<file path="config.mk">
export PLATFORM = sky130hd
export DESIGN_NAME = axi_id_event_filter
export DESIGN_NICKNAME = d
export VERILOG_FILES = /design/src/rtl/idf_pkg.sv /design/src/rtl/idf_cfg_regs.sv /design/src/rtl/idf_event_chan.sv /design/src/rtl/axi_id_event_filter.sv
export SDC_FILE = /design/constraint.sdc
export NUM_CORES = 1
export LEC_CHECK = 0
export BUFFER_PORTS_ARGS = -buffer_cell sky130_fd_sc_hd__buf_2
export CAP_MARGIN = 20
export CORE_MARGIN = 1
export CORE_UTILIZATION = 35
export DETAILED_ROUTE_END_ITERATION = 6
export PLACE_DENSITY_LB_ADDON = 0.12
export SLEW_MARGIN = 20
export SYNTH_ARGS = -nofsm -noshare
export SYNTH_HDL_FRONTEND = slang
export SYNTH_SLANG_ARGS = --single-unit
</file>
<file path="constraint.sdc">
create_clock -name clk -period 1.6 [get_ports clk]
set_input_delay 0.32 -clock clk [delete_from_list [all_inputs] [get_ports clk]]
set_output_delay 0.32 -clock clk [all_outputs]
set_load 0.03 [all_outputs]
</file>
<file path="src/rtl/idf_pkg.sv">
package idf_pkg;

    localparam int ID_W       = 18;
    localparam int REG_DW     = 32;
    localparam int NUM_CHAN   = 3;
    localparam int EN_RD_BIT  = 31;
    localparam int EN_WR_BIT  = 30;
    localparam int EN_BT_BIT  = 29;
    localparam int OFS_CTRL   = 'h00;
    localparam int OFS_MATCH  = 'h04;

    typedef enum logic [1:0] {
        CH_RD_TXN  = 2'd0,
        CH_WR_TXN  = 2'd1,
        CH_RD_BEAT = 2'd2
    } chan_e;

    typedef struct packed {
        logic            en_rd;
        logic            en_wr;
        logic            en_beat;
        logic [ID_W-1:0] mask;
        logic [ID_W-1:0] match_id;
    } filt_cfg_t;

    function automatic logic id_hit(input logic [ID_W-1:0] id,
                                    input logic [ID_W-1:0] ref_id,
                                    input logic [ID_W-1:0] mask);
        return ((id ^ ref_id) & mask) == '0;
    endfunction

    function automatic logic [NUM_CHAN-1:0] en_vec(input filt_cfg_t c);
        logic [NUM_CHAN-1:0] v;
        v[CH_RD_TXN]  = c.en_rd;
        v[CH_WR_TXN]  = c.en_wr;
        v[CH_RD_BEAT] = c.en_beat;
        return v;
    endfunction

endpackage

</file>
<file path="src/rtl/idf_cfg_regs.sv">
module idf_cfg_regs
    import idf_pkg::*;
#(
    parameter int ADDR_W = 8
) (
    input  logic              clk,
    input  logic              rst,
    input  logic [ADDR_W-1:0] reg_addr,
    input  logic              reg_we,
    input  logic [REG_DW-1:0] reg_wdata,
    output logic [REG_DW-1:0] reg_rdata,
    output filt_cfg_t         cfg
);

    localparam logic [ADDR_W-1:0] A_CTRL  = ADDR_W'(OFS_CTRL);
    localparam logic [ADDR_W-1:0] A_MATCH = ADDR_W'(OFS_MATCH);

    logic sel_ctrl;
    logic sel_match;

    assign sel_ctrl  = (reg_addr == A_CTRL);
    assign sel_match = (reg_addr == A_MATCH);

    always_ff @(posedge clk) begin
        if (rst) begin
            cfg <= '0;
        end else if (reg_we) begin
            if (sel_ctrl) begin
                cfg.en_rd   <= reg_wdata[EN_RD_BIT];
                cfg.en_wr   <= reg_wdata[EN_WR_BIT];
                cfg.en_beat <= reg_wdata[EN_BT_BIT];
                cfg.mask    <= reg_wdata[ID_W-1:0];
            end
            if (sel_match) begin
                cfg.match_id <= reg_wdata[ID_W-1:0];
            end
        end
    end

    always_comb begin
        reg_rdata = '0;
        if (sel_ctrl) begin
            reg_rdata[EN_RD_BIT] = cfg.en_rd;
            reg_rdata[EN_WR_BIT] = cfg.en_wr;
            reg_rdata[EN_BT_BIT] = cfg.en_beat;
            reg_rdata[ID_W-1:0]  = cfg.mask;
        end else if (sel_match) begin
            reg_rdata[ID_W-1:0]  = cfg.match_id;
        end
    end

    // stray writes leave every setting alone
    a_r4_unmapped_write_ignored: assert property (@(posedge clk) disable iff (rst)
        (reg_we && reg_addr != A_CTRL && reg_addr != A_MATCH) |=> $stable(cfg));

    // a control write lands in the mask on the next cycle
    a_r2_ctrl_mask_written: assert property (@(posedge clk) disable iff (rst)
        (reg_we && reg_addr == A_CTRL) |=> (cfg.mask == $past(reg_wdata[ID_W-1:0])));

    // upper bits of the match register never read as one
    a_r3_match_upper_zero: assert property (@(posedge clk) disable iff (rst)
        (reg_addr == A_MATCH) |-> (reg_rdata[REG_DW-1:ID_W] == '0));

endmodule

</file>
<file path="src/rtl/idf_event_chan.sv">
module idf_event_chan
    import idf_pkg::*;
#(
    parameter chan_e KIND = CH_RD_TXN
) (
    input  logic            clk,
    input  logic            rst,
    input  logic            valid,
    input  logic            ready,
    input  logic [ID_W-1:0] id,
    input  logic [ID_W-1:0] match_id,
    input  logic [ID_W-1:0] mask,
    input  logic            enable,
    output logic            pulse
);

    logic fire;

    assign fire = enable && valid && ready && id_hit(id, match_id, mask);

    always_ff @(posedge clk) begin
        if (rst) begin
            pulse <= 1'b0;
        end else begin
            pulse <= fire;
        end
    end

    // a pulse always stems from a completed handshake
    a_r9_pulse_needs_handshake: assert property (@(posedge clk) disable iff (rst)
        pulse |-> $past(valid && ready));

    // a cleared enable in the prior cycle means silence
    a_r10_disabled_quiet: assert property (@(posedge clk) disable iff (rst)
        !$past(enable) |-> !pulse);

endmodule

</file>
<file path="src/rtl/axi_id_event_filter.sv">
module axi_id_event_filter
    import idf_pkg::*;
#(
    parameter int ADDR_W = 8
) (
    input  logic              clk,
    input  logic              rst,
    input  logic [ADDR_W-1:0] reg_addr,
    input  logic              reg_we,
    input  logic [31:0]       reg_wdata,
    output logic [31:0]       reg_rdata,
    input  logic              ar_valid,
    input  logic              ar_ready,
    input  logic [17:0]       ar_id,
    input  logic              aw_valid,
    input  logic              aw_ready,
    input  logic [17:0]       aw_id,
    input  logic              r_valid,
    input  logic              r_ready,
    input  logic [17:0]       r_id,
    output logic              evt_rd_txn,
    output logic              evt_wr_txn,
    output logic              evt_rd_beat
);

    filt_cfg_t           cfg;
    logic [NUM_CHAN-1:0] ch_valid;
    logic [NUM_CHAN-1:0] ch_ready;
    logic [NUM_CHAN-1:0] ch_en;
    logic [NUM_CHAN-1:0] ch_pulse;
    logic [ID_W-1:0]     ch_id [NUM_CHAN];

    idf_cfg_regs #(.ADDR_W(ADDR_W)) u_regs (
        .clk       (clk),
        .rst       (rst),
        .reg_addr  (reg_addr),
        .reg_we    (reg_we),
        .reg_wdata (reg_wdata),
        .reg_rdata (reg_rdata),
        .cfg       (cfg)
    );

    assign ch_valid = {r_valid, aw_valid, ar_valid};
    assign ch_ready = {r_ready, aw_ready, ar_ready};
    assign ch_id[CH_RD_TXN]  = ar_id;
    assign ch_id[CH_WR_TXN]  = aw_id;
    assign ch_id[CH_RD_BEAT] = r_id;
    assign ch_en = en_vec(cfg);

    for (genvar g = 0; g < NUM_CHAN; g++) begin : g_chan
        idf_event_chan #(.KIND(chan_e'(g))) u_chan (
            .clk      (clk),
            .rst      (rst),
            .valid    (ch_valid[g]),
            .ready    (ch_ready[g]),
            .id       (ch_id[g]),
            .match_id (cfg.match_id),
            .mask     (cfg.mask),
            .enable   (ch_en[g]),
            .pulse    (ch_pulse[g])
        );
    end

    assign evt_rd_txn  = ch_pulse[CH_RD_TXN];
    assign evt_wr_txn  = ch_pulse[CH_WR_TXN];
    assign evt_rd_beat = ch_pulse[CH_RD_BEAT];

    // read request pulse follows an accepted, matching read address
    a_r6_rd_txn_source: assert property (@(posedge clk) disable iff (rst)
        evt_rd_txn |-> $past(ar_valid && ar_ready && cfg.en_rd));

    // write request pulse follows an accepted write address
    a_r7_wr_txn_source: assert property (@(posedge clk) disable iff (rst)
        evt_wr_txn |-> $past(aw_valid && aw_ready && cfg.en_wr));

    // beat pulse follows an accepted read data beat
    a_r8_beat_source: assert property (@(posedge clk) disable iff (rst)
        evt_rd_beat |-> $past(r_valid && r_ready && cfg.en_beat));

    // the ID behind a read pulse agreed on every masked bit
    a_r5_masked_agree: assert property (@(posedge clk) disable iff (rst)
        evt_rd_txn |-> ((($past(ar_id) ^ $past(cfg.match_id)) & $past(cfg.mask)) == '0));

endmodule

</file>
# After elaboration in Yosys (flattened, before gate mapping)
# Cells that the tools add are included.
[word_totals]
wordCells = 33
out_inout_bits = 35
inputBits = 103
register_bits = 42
[classes]
n_reduce_logical = 15
n_bitwise = 6
n_eq_ne = 1
muxes = 3
[ops]
columns = ["op", "n"]
rows = [
  ["18-bit AND", 3],
  ["18-bit zero test", 3],
  ["18-bit bitwise XOR", 3],
  ["18-bit 2-to-1 mux", 2],
  ["1-bit logical AND", 9],
  ["8-bit by 3-bit == test with 1-bit output (second input constant)", 1],
  ["8-bit zero test", 1],
  ["2-bit AND reduction", 2],
  ["3-bit 2-to-1 mux", 1],
]

# Logic depth before layout (Yosys ltp)
[depth]
depth_word = 4
mapped_depth = 6
ltp_nobuf = 4

# By module
# Synthesis repeated with hierarchy kept, for this count alone.
[unflattened]
hier_cells = 302
hier_area_um2 = 2887.8
[by_module_without_submodules]
columns = ["mod", "cells_each", "instances", "seq_area_each_um2", "area_each_um2"]
rows = [
  ["idf_cfg_regs", 209, 1, 780.7, 2020.7],
  ["idf_event_chan", 31, 3, 20.0, 289.0],
]

# Least setup slack after synthesis
# Ideal clock, no wire load.
[synth_path]
path_type = "input-to-output"
startpoint = "input port reg_addr[1]"
endpoint = "output port reg_rdata[10]"
path_buffers = 2
required_ns = 1.280
t_arrival_ns = 1.459
setup_slack_ns = -0.179
stages = 5
cell_sequence = "nor4_4 and3_1 buf_4 buf_2 a22o_1"
[synth_between]
elab_chain_cells = 3
elab_cells_between_ends = 4
cone_classes = "eq/ne: 1; mux: 2; reduce/logical: 1"
[synth_rtl]
columns = ["item", "line_no", "source"]
rows = [
  ["from (decl)", "axi_id_event_filter.sv:8", "input logic [ADDR_W-1:0] reg_addr,"],
  ["8-bit by 3-bit == test with 1-bit output", "idf_cfg_regs.sv:22", "assign sel_match = (reg_addr == A_MATCH);"],
  ["18-bit 2-to-1 mux", "idf_cfg_regs.sv:47", "end else if (sel_match) begin"],
  ["18-bit 2-to-1 mux (*)", "idf_cfg_regs.sv:42", "if (sel_ctrl) begin"],
  ["to (decl)", "axi_id_event_filter.sv:11", "output logic [31:0] reg_rdata,"],
]
# Every way passes the cells marked *; elsewhere a longest branch is shown, timed or not.

# Worst setup path in the final report
[layout_path]
startpoint = "input port reg_addr[1]"
endpoint = "output port reg_rdata[3]"
# Same word-level chain as after synthesis.

==> impl_metrics.json <==
{
  "yosys.area.top_type": "dfxtp_1",
  "core.rowCount": 31,
  "reg2reg_depth": 4,
  "grt-ovfl-total": 0,
  "crit_top_cell": "buf_6",
  "n_fill_cell": 729,
  "die_h_um": 89.3,
  "critPathLaunchType": "input port",
  "vias_per_cell": 5.05,
  "avgSynthCellArea_um2": 8.77,
  "drt_iter0_drc": 103,
  "yosysSeqAreaShare_pct": 31.5,
  "drv_cap": 0,
  "antenna_found_initial": 0,
  "fin_cells": 509,
  "dpl.cell_count": 496,
  "vias": 2572,
  "drive_gt1_share_pct": 40.7,
  "min_to": "u_regs.cfg[36]$_SDFFE_PP0P_",
  "timing.final.ws_setup_ps": -226,
  "yosysWarnings": 0,
  "timing.final.hold_violations": 0,
  "synth_common_cells": "54 x xor2_1, 42 x dfxtp_1, 22 x a22o_1, 22 x nor2_1",
  "grt_use_total_pct": 21.4,
  "synthTopCellsByArea": "dfxtp_1 32%, xor2_1 18%, mux2i_1 7.9%, a22o_1 7.2%, a21oi_1 3.9%",
  "coreArea_um2": 7290,
  "critPathRequiredTime_ps": 1280,
  "max_stage_delay_ps": 280,
  "ys.flop_type": "dfxtp_1",
  "clock_path_buffers": 2,
  "grt_setup_unrepaired": "yes",
  "yosys.cell_count.top_type": "xor2_1",
  "reg2reg_from": "u_regs.cfg[8]$_SDFFE_PP0P_",
  "path_clk_slew_ps": 70,
  "hold_path.class": "in2reg",
  "ant_nets": 0,
  "dieArea_um2": 7970,
  "fmax_ghz": 0.548,
  "grt_pass1_vias": 2464,
  "cp.depth": 7,
  "gp_congestion": 0.808,
  "drc": 0,
  "critical_path_class": "in2out",
  "critPathMaxFanout": 10,
  "drv_slew": 0,
  "setup_viol": 21,
  "antenna_cells": 0,
  "endpoint_kind": "primary output",
  "cts_hold_buf": 0,
  "area_growth_pct": 41.2,
  "power_density_nw_per_um2": 534,
  "critPathSlowestCell": "nor4_4",
  "r2r_setup_slack_ps": 250,
  "ir_drop_uv": 272,
  "nNetsFinal": 514,
  "initial_core_util_pct": 36.6,
  "cts_buffers": 5,
  "path_delay_family": "buffers and inverters",
  "grt_pass1_wl_um": 12700,
  "fin_crit_ps": 1830,
  "wirelength_um": 8460,
  "syn_area_um2": 2670,
  "status": "finished with violations",
  "synth_cell_types": 29,
  "hold_start": "reg_wdata[29]",
  "worstHoldPathCells": 3,
  "fin_crit_sh_pct": 114,
  "netlist.area_leader.share_pct": 31.5,
  "cts_tree": "yes",
  "htreeDepth": 2,
  "clk_latency_ps": 290,
  "violations": "setup timing",
  "wl_per_cell_um": 16.6,
  "clock-sinks": 42,
  "fin_skew_ps": 3.39,
  "root_buffer": "clkbuf_8",
  "placement.io_buffers": 115,
  "io_pins": 138,
  "die_w_um": 89.3,
  "grt_max_degree": 22,
  "path_cells": "buf_6, nor4_4, buf_4, and3_4, buf_12, a22o_2, buf_6",
  "syn_inst": 304,
  "async_flop_share_pct": 0,
  "hpwl_um": 6060,
  "fin_setup_tns_ps": -4040,
  "synth_seq_cells": 42,
  "cp.arrival_ps": 1510,
  "worst-path-buf-inv": 4,
  "timing.rr.end": "g_chan[1].u_chan.pulse$_SDFF_PP0_",
  "first_pass_iters": 4,
  "synth_edf_count": 0,
  "p_leak_nw": 1.78
}
## metrics by stage
stage               cell area, um^2  utilization, %  hold slack [ps]  setup slack, ps  total power, mW
global placement               3390            46.4              503             -304             1.34
floorplan                      2830               -              467            -28.4             1.20
detailed placement             3390            46.4              515             -312             1.34
global route                   3760            51.6              270             -274             2.09
finish                         3760            51.6              259             -226             2.01
CTS                            3700            50.7              260             -236             2.02
## cell usage in the layout, fill, tap and decap left out, types with 2 or more instances in the layout
master and n:
conb_1 11, buf_12 4, and4_1 4, nand4b_1 3, a222oi_1 3, clkbuf_8 6
mux2i_1 21, nand4_1 2, dfxtp_1 42, nand2_1 19, buf_4 12, nor2_1 21
and2_4 3, a22oi_1 13, nand3_1 18, a22o_1 4, a22o_4 14, xor2_1 54
buf_6 24, a221oi_1 4, a22o_2 4, buf_2 92, a21oi_1 21
## how the worst max path moves through the flow
| stage | startpoint | to | slack [ps] |
|---|---|---|---|
| global placement | reg_addr[4] | reg_rdata[3] | -300 |
| CTS | reg_addr[1] | reg_rdata[3] | -240 |
| finish | reg_addr[1] | reg_rdata[3] | -230 |
| detailed placement | reg_addr[4] | reg_rdata[3] | -310 |
| global route | reg_addr[1] | reg_rdata[3] | -270 |
| floorplan | reg_addr[4] | reg_rdata[0] | -30 |
## flip-flops by register name, indices dropped and copies added (netlist names)
| register | flops |
|---|---|
| u_regs.cfg | 39 |
| g_chan.u_chan.pulse | 3 |
## power by group
part	leakage, nW	internal (mW)	switching [mW]
clock	0.0431	0.333	0.350
combinational	1.40	0.127	0.152
sequential	0.338	1.05	0.00209
total	1.78	1.50	0.504
## worst register-to-register path, stage by stage (launching register included)
cell and delay [ps]:
dfxtp_1 460, xor2_1 120, a22oi_1 270, and4_1 270, and4_1 190
## metal layers
| layer | vias up | routed length [um] | GRT usage, % |
|---|---|---|---|
| li1 | 1258 | - | - |
| met1 | 1203 | 3770 | 27.7 |
| met2 | 100 | 4090 | 36.3 |
| met3 | 11 | 493 | 4.52 |
| met4 | 0 | 102 | 5.19 |
| met5 | - | 0 | 0 |
## cell type report
cell class | instances | area (um^2) | area share, %
Clock buffer | 6 | 82.6 | 2.19
Inverter | 1 | 3.75 | 0.0997
Multi-Input combinational cell | 226 | 1740 | 46.2
Sequential cell | 42 | 841 | 22.3
Tap cell | 99 | 124 | 3.29
Timing Repair Buffer | 135 | 973 | 25.9
## cells by family (layout without fill, tap and decap cells)
kind of cell	after synthesis	count (layout)	share of synthesized area, %
buffers and inverters	46	142	10.4
DFF	42	42	31.5
xor gates and xnor gates	54	54	17.7
AOI/OAI and AO/OA	63	63	17.3
and+or+nand+nor	77	77	15.1
other	1	11	0.141
muxes	21	21	7.88
## timing repair
| item | CTS | global route |
|---|---|---|
| pin swaps | 2 | 3 |
| endpoints found under the setup margin | 21 | 21 |
| setup buffers | 1 | 3 |
| resized for setup | 49 | 6 |
| cloned | 2 | 1 |
No activity file was read; power rests on OpenSTA's default activity.
